[config.mk]
export PLATFORM = sky130hd
export DESIGN_NAME = beep_tone_gen
export DESIGN_NICKNAME = d
export VERILOG_FILES = /design/src/rtl/beep_pkg.sv /design/src/rtl/beep_div_reg.sv /design/src/rtl/beep_phase_ctr.sv /design/src/rtl/beep_out_stage.sv /design/src/rtl/beep_tone_gen.sv
export SDC_FILE = /design/constraint.sdc
export NUM_CORES = 1
export LEC_CHECK = 0
export BUFFER_PORTS_ARGS = -buffer_cell sky130_fd_sc_hd__buf_2
export CAP_MARGIN = 20
export CORE_MARGIN = 2
export CORE_UTILIZATION = 28
export CTS_CLUSTER_DIAMETER = 200
export DETAILED_ROUTE_END_ITERATION = 8
export PLACE_DENSITY_LB_ADDON = 0.25
export SLEW_MARGIN = 5
export SYNTH_ARGS = -nofsm -noshare
export SYNTH_HDL_FRONTEND = slang
export SYNTH_SLANG_ARGS = --single-unit
[constraint.sdc]
create_clock -name clk -period 1 [get_ports clk]
set_input_delay 0.15 -clock clk [delete_from_list [all_inputs] [get_ports clk]]
set_output_delay 0.15 -clock clk [all_outputs]
set_load 0.05 [all_outputs]
[src/rtl/beep_pkg.sv]
package beep_pkg;
  typedef enum logic {
    PH_POS = 1'b0,
    PH_NEG = 1'b1
  } beep_phase_e;
endpackage

[src/rtl/beep_div_reg.sv]
module beep_div_reg #(
  parameter int DIV_W = 8
) (
  input  logic             clk,
  input  logic             rst_n,
  input  logic [DIV_W-1:0] div_i,
  output logic [DIV_W-1:0] div_q_o,
  output logic             active_o,
  output logic             restart_o
);
  logic [DIV_W-1:0] div_q, div_d;

  always_comb begin
    div_d     = div_i;
    restart_o = (div_i != div_q) && (div_i != '0);
  end

  always_ff @(posedge clk or negedge rst_n) begin
    if (!rst_n) div_q <= '0;
    else        div_q <= div_d;
  end

  assign div_q_o  = div_q;
  assign active_o = (div_q != '0);

  // a restart always lands on a nonzero divider
  p_restart_nonzero_r5: assert property (@(posedge clk) disable iff (!rst_n)
    restart_o |=> active_o);
endmodule

[src/rtl/beep_phase_ctr.sv]
module beep_phase_ctr
  import beep_pkg::*;
#(
  parameter int DIV_W = 8
) (
  input  logic             clk,
  input  logic             rst_n,
  input  logic             sync_i,
  input  logic             active_i,
  input  logic             restart_i,
  input  logic [DIV_W-1:0] div_i,
  output beep_phase_e      phase_o
);
  localparam int CNT_W = DIV_W + 1;

  logic [CNT_W-1:0] cnt_q, cnt_d, half_last;
  beep_phase_e      phase_q, phase_d;
  logic             cnt_en;

  always_comb begin
    half_last = {div_i, 1'b0} - CNT_W'(1);
    cnt_en    = restart_i || !active_i || sync_i;
    cnt_d     = cnt_q;
    phase_d   = phase_q;
    if (restart_i || !active_i) begin
      cnt_d   = '0;
      phase_d = PH_POS;
    end else if (sync_i) begin
      if (cnt_q == half_last) begin
        cnt_d   = '0;
        phase_d = (phase_q == PH_POS) ? PH_NEG : PH_POS;
      end else begin
        cnt_d = cnt_q + CNT_W'(1);
      end
    end
  end

  always_ff @(posedge clk or negedge rst_n) begin
    if (!rst_n) begin
      cnt_q   <= '0;
      phase_q <= PH_POS;
    end else if (cnt_en) begin
      cnt_q   <= cnt_d;
      phase_q <= phase_d;
    end
  end

  assign phase_o = phase_q;

  // count stays inside one half-period
  p_cnt_in_range_r9: assert property (@(posedge clk) disable iff (!rst_n)
    active_i |-> (cnt_q < {div_i, 1'b0}));
  // phase only flips on a strobe
  p_phase_on_sync_r2: assert property (@(posedge clk) disable iff (!rst_n)
    (phase_q != $past(phase_q)) && (phase_q == PH_NEG) |-> $past(sync_i));
endmodule

[src/rtl/beep_out_stage.sv]
module beep_out_stage
  import beep_pkg::*;
#(
  parameter int SAMPLE_W = 16,
  parameter int NPIN     = 4
) (
  input  logic                       clk,
  input  logic                       rst_n,
  input  logic                       sync_i,
  input  logic                       active_i,
  input  beep_phase_e                phase_i,
  input  logic                       low_power_i,
  input  logic [NPIN-1:0]            pin_en_i,
  output logic signed [SAMPLE_W-1:0] sample_o,
  output logic                       mute_o,
  output logic                       stop_ok_o,
  output logic [NPIN-1:0]            pin_sel_o
);
  localparam logic signed [SAMPLE_W-1:0] POS_FS = {1'b0, {(SAMPLE_W-1){1'b1}}};
  localparam logic signed [SAMPLE_W-1:0] NEG_FS = -POS_FS;

  logic signed [SAMPLE_W-1:0] sample_q, sample_d;
  logic mute_q, mute_d, stop_ok_q, stop_ok_d;

  always_comb begin
    if (active_i) begin
      sample_d = (phase_i == PH_POS) ? POS_FS : NEG_FS;
      mute_d   = 1'b1;
    end else begin
      sample_d = '0;
      mute_d   = 1'b0;
    end
    stop_ok_d = !(low_power_i && active_i);
  end

  always_ff @(posedge clk or negedge rst_n) begin
    if (!rst_n) begin
      sample_q  <= '0;
      mute_q    <= 1'b0;
      stop_ok_q <= 1'b1;
    end else begin
      stop_ok_q <= stop_ok_d;
      if (sync_i) begin
        sample_q <= sample_d;
        mute_q   <= mute_d;
      end
    end
  end

  for (genvar i = 0; i < NPIN; i++) begin : g_pin
    assign pin_sel_o[i] = pin_en_i[i] & mute_q;
  end

  assign sample_o  = sample_q;
  assign mute_o    = mute_q;
  assign stop_ok_o = stop_ok_q;

  // outputs move only on a strobe
  p_hold_between_sync_r4: assert property (@(posedge clk) disable iff (!rst_n)
    !sync_i |=> $stable(sample_q) && $stable(mute_q));
  // mute and nonzero sample always travel together
  p_mute_matches_sample_r6: assert property (@(posedge clk) disable iff (!rst_n)
    mute_q == (sample_q != '0));
endmodule

[src/rtl/beep_tone_gen.sv]
module beep_tone_gen
  import beep_pkg::*;
#(
  parameter int DIV_W    = 8,
  parameter int SAMPLE_W = 16,
  parameter int NPIN     = 4
) (
  input  logic                       clk,
  input  logic                       rst_n,
  input  logic                       frame_sync,
  input  logic [DIV_W-1:0]           divider,
  input  logic                       low_power,
  input  logic [NPIN-1:0]            pin_out_en,
  output logic signed [SAMPLE_W-1:0] tone_sample,
  output logic                       mute_others,
  output logic                       clk_stop_ok,
  output logic [NPIN-1:0]            pin_beep_sel
);
  logic [1:0]       rst_sync_q;
  logic             rst_int_n;
  logic [DIV_W-1:0] div_q;
  logic             active, restart;
  beep_phase_e      phase;

  always_ff @(posedge clk or negedge rst_n) begin
    if (!rst_n) rst_sync_q <= 2'b00;
    else        rst_sync_q <= {rst_sync_q[0], 1'b1};
  end
  assign rst_int_n = rst_sync_q[1];

  beep_div_reg #(.DIV_W(DIV_W)) u_div (
    .clk(clk), .rst_n(rst_int_n), .div_i(divider),
    .div_q_o(div_q), .active_o(active), .restart_o(restart)
  );

  beep_phase_ctr #(.DIV_W(DIV_W)) u_ctr (
    .clk(clk), .rst_n(rst_int_n), .sync_i(frame_sync),
    .active_i(active), .restart_i(restart), .div_i(div_q), .phase_o(phase)
  );

  beep_out_stage #(.SAMPLE_W(SAMPLE_W), .NPIN(NPIN)) u_out (
    .clk(clk), .rst_n(rst_int_n), .sync_i(frame_sync),
    .active_i(active), .phase_i(phase), .low_power_i(low_power),
    .pin_en_i(pin_out_en), .sample_o(tone_sample), .mute_o(mute_others),
    .stop_ok_o(clk_stop_ok), .pin_sel_o(pin_beep_sel)
  );

  // permission is only withdrawn after a low-power cycle
  p_stop_needs_lowpwr_r7: assert property (@(posedge clk) disable iff (!rst_int_n)
    !clk_stop_ok |-> $past(low_power));
  // no pin carries the beep unless it is an output
  p_pin_sel_subset_r8: assert property (@(posedge clk) disable iff (!rst_int_n)
    (pin_beep_sel & ~pin_out_en) == '0);
endmodule

==> summary.md <==
| Metric | Value |
|---|---|
| Status | `finished, violations left` |
| Failing checks | `setup timing` |
| Syn nets | `162` |
| Synthesized cell area | `1400 sq um` |
| VDD IR max | `0.542 mV` |
| Die width | `74.8 um` |
| Post-synthesis sequential area ratio | `42.9%` |
| Pins over their slew limit | `0` |
| Router iterations before antenna repair | `4` |
| Yosys cell types | `33` |
| Most frequent cell after synthesis | `dfrtp_1` |
| Wire per inst | `11.9 um` |
| First-pass GRT wire length | `5720 um` |
| Power per cell area | `1040 nW/um^2` |
| DRC Markers | `0` |
| Critical Path Start Type | `flip-flop` |
| Final worst slack | `-1170 ps` |
| CP max FO | `3` |
| Vias | `1241` |
| GRT overflow | `0` |
| FF/Latch Area | `607 sq um` |
| Multi-input gate area | `743 sq um` |
| Max Root-Sink Buffers | `2` |
| Period minus WS final | `2170 ps` |
| Final hold slack | `20.2 ps` |
| Core Area | `4790 sq um` |
| Clk_lat worst skew | `280 ps` |
| Nets@finish | `235` |
| Worst setup path end | `u_ctr.phase_o$_DFFE_PN0P_` |
| Reg2reg start | `u_div.div_q_o[2]$_DFF_PN0_` |
| F_max | `0.462 GHz` |
| Setup crit end kind | `flip-flop` |
| LEAKAGE | `0.993 nW` |
| Root Buffer | `clkbuf_8` |
| Initial Utilization | `29.3%` |
| Endpoints failing setup | `35` |
| Finished Layout Cells | `282` |
| Layout cell share with drive strength beyond 1 | `50.2%` |
| Period utilisation layout | `217%` |
| Rows | `25` |
| I/O Pins | `38` |
| Post-synthesis register bit count | `24` |
| Final Hold Vio Count | `0` |
| Worst Setup SP | `u_div.div_q_o[2]$_DFF_PN0_` |
| DRT iter0 DRCs | `34` |
| Critical path required time | `1210 ps` |
| Post-synth EDFFs | `0` |
| Clock sink total | `24` |
| Port bufs | `37` |
| Ys flop type | `dfrtp_1` |
| Area leader, netlist | `dfrtp_1` |
| RSZ-0062 raised after global routing | `true` |
| CTS tree | `yes` |
| Area grow syn2layout | `63.4%` |
| Post-Syn Area per Cell | `9.81 sq um` |
| RR Endpoint | `u_ctr.phase_o$_DFFE_PN0P_` |
| Placer Congestion | `0.826` |
| Top cells by count, synth | `dfrtp_1, xnor2_1, buf_4` |
| HPWL Detailed | `2470 um` |
| WL final | `3360 um` |
| CP Class | `reg -> reg` |
| GRT Util Overall | `13.6%` |
| Clock-pin slew on the worst setup and hold paths | `90 ps` |
| Antenna cell count | `0` |
| Flop2flop setup slack | `-1170 ps` |
| CP Data Arrival Time | `2380 ps` |
| # fillers | `444` |
| Yosys warns | `0` |
| Placed cell count | `270` |
| Hold WC Path Type | `in -> reg` |
| Setup TNS | `-17890 ps` |
| TritonCTS Buffers | `3` |
| Vias in the first global route | `1275` |
| Clk_skew | `9.68 ps` |
| Post-synthesis cell count | `143` |
| Vias per Instance | `4.40` |
| Synth async-reset ratio | `100%` |
| Die Height | `74.8 um` |
| Initial antenna violation count | `0` |
| Largest net degree at the start of global routing | `23` |
| Die area | `5590 sq um` |
| Max cap viols | `0` |
| Main area contributors after synthesis | `dfrtp_1, xnor2_1, buf_4` |
| # H-tree levels | `1` |
| DRT antenna net count | `0` |
| R2R cell count | `6` |
| Top-area cell type share of the netlist area | `41.0%` |
## through the flow
stage / setup WS, ps / total power, mW / area, sq um / utilization, %
after floorplan: -1150 / 1.41 / 1430 / -
after global placement: -1130 / 1.54 / 1870 / 39.2
after detailed placement: -1140 / 1.54 / 1870 / 39.2
after CTS: -1150 / 2.33 / 2170 / 45.4
after global routing: -1270 / 2.49 / 2290 / 47.9
final: -1170 / 2.38 / 2290 / 47.9
## routing by layer
layer	vias up	GRT usage, %	share of wire [%]
met5	-	0	0
met4	0	6.35	1.8
met3	5	1.87	2.0
met2	19	23.3	50
met1	599	17.1	46
li1	618	-	-
## cells in the final DEF (no fill, tap or decap), drive strengths merged, types with 2 or more instances in the layout
cell,synthesis,layout
buf,14,81
dfrtp,23,23
xnor2,22,22
nor2,12,12
nand2,8,8
a21oi,6,6
inv,5,5
o21ai,5,5
and2,4,4
xor2,4,4
nand4,4,4
clkbuf,1,4
nand3,4,4
a211oi,4,4
or3,3,3
nor4,3,3
ha,3,3
or4,2,2
nor2b,2,2
a31oi,2,2
dlygate4sd3,0,2
nand2b,2,2
## cells by family (layout without fill, tap and decap cells)
| kind of cell | Yosys count | count (layout) | synth area share [%] |
|---|---|---|---|
| AO/OA/AOI/OAI | 21 | 21 | 9.55 |
| XOR/XNOR | 26 | 26 | 16.2 |
| adder cells (fa/ha/maj) | 3 | 3 | 2.68 |
| buffers and inverters | 20 | 92 | 9.10 |
| flip-flops | 24 | 24 | 42.9 |
| other | 1 | 1 | 0.267 |
| AND/OR/NAND/NOR | 48 | 48 | 19.3 |
## worst max-delay path, cell delays in order, from the launching register on
cell	delay (ps)
dfrtp_1	400
or4_4	510
or3_1	330
a211oi_2	210
nand4_1	170
or3_1	340
a21oi_1	140
## what timing repair did
item / in CTS / in global routing
hold endpoints to repair: 3 / 0
setup buffers: 4 / 2
pin swaps: 6 / 3
hold buffers: 2 / 0
setup endpoints to repair: 36 / 36
resized for setup: 61 / 25
## how the worst min path moves through the flow
stage / startpoint / end / slack (ps) / cells after the start
after global routing: divider[1] / u_div.div_q_o[1]$_DFF_PN0_ / 10 / 1
after global placement: rst_n / rst_sync_q[0]$_DFF_PN0_ / -60 / 1
after detailed placement: rst_n / rst_sync_q[0]$_DFF_PN0_ / -60 / 1
after CTS: divider[4] / u_div.div_q_o[4]$_DFF_PN0_ / 10 / 1
after floorplan: rst_n / rst_sync_q[0]$_DFF_PN0_ / -150 / 0
final: divider[5] / u_div.div_q_o[5]$_DFF_PN0_ / 20 / 1
## power breakdown
group | switching, mW | internal [mW] | leakage (nW) | total [mW]
Sequential | 0.0243 | 0.999 | 0.299 | 1.02
Clock | 0.331 | 0.353 | 0.0288 | 0.683
Combinational | 0.356 | 0.318 | 0.665 | 0.674
Total | 0.711 | 1.67 | 0.993 | 2.38
## registers in the layout, indices dropped and copies added, names as in the netlist
name / count
u_out.sample_o: 3
u_ctr.phase_o: 1
rst_sync_q: 2
u_div.div_q_o: 8
u_out.stop_ok_o: 1
u_ctr.cnt_q: 9
## area by class of cell
cell class | instances | area share (%)
Multi-Input combinational cell | 99 | 32.4
Clock buffer | 4 | 2.40
Tap cell | 67 | 3.66
Sequential cell | 24 | 26.5
Timing Repair Buffer | 83 | 34.2
Inverter | 5 | 0.819
No activity file was read; power rests on OpenSTA's default activity.
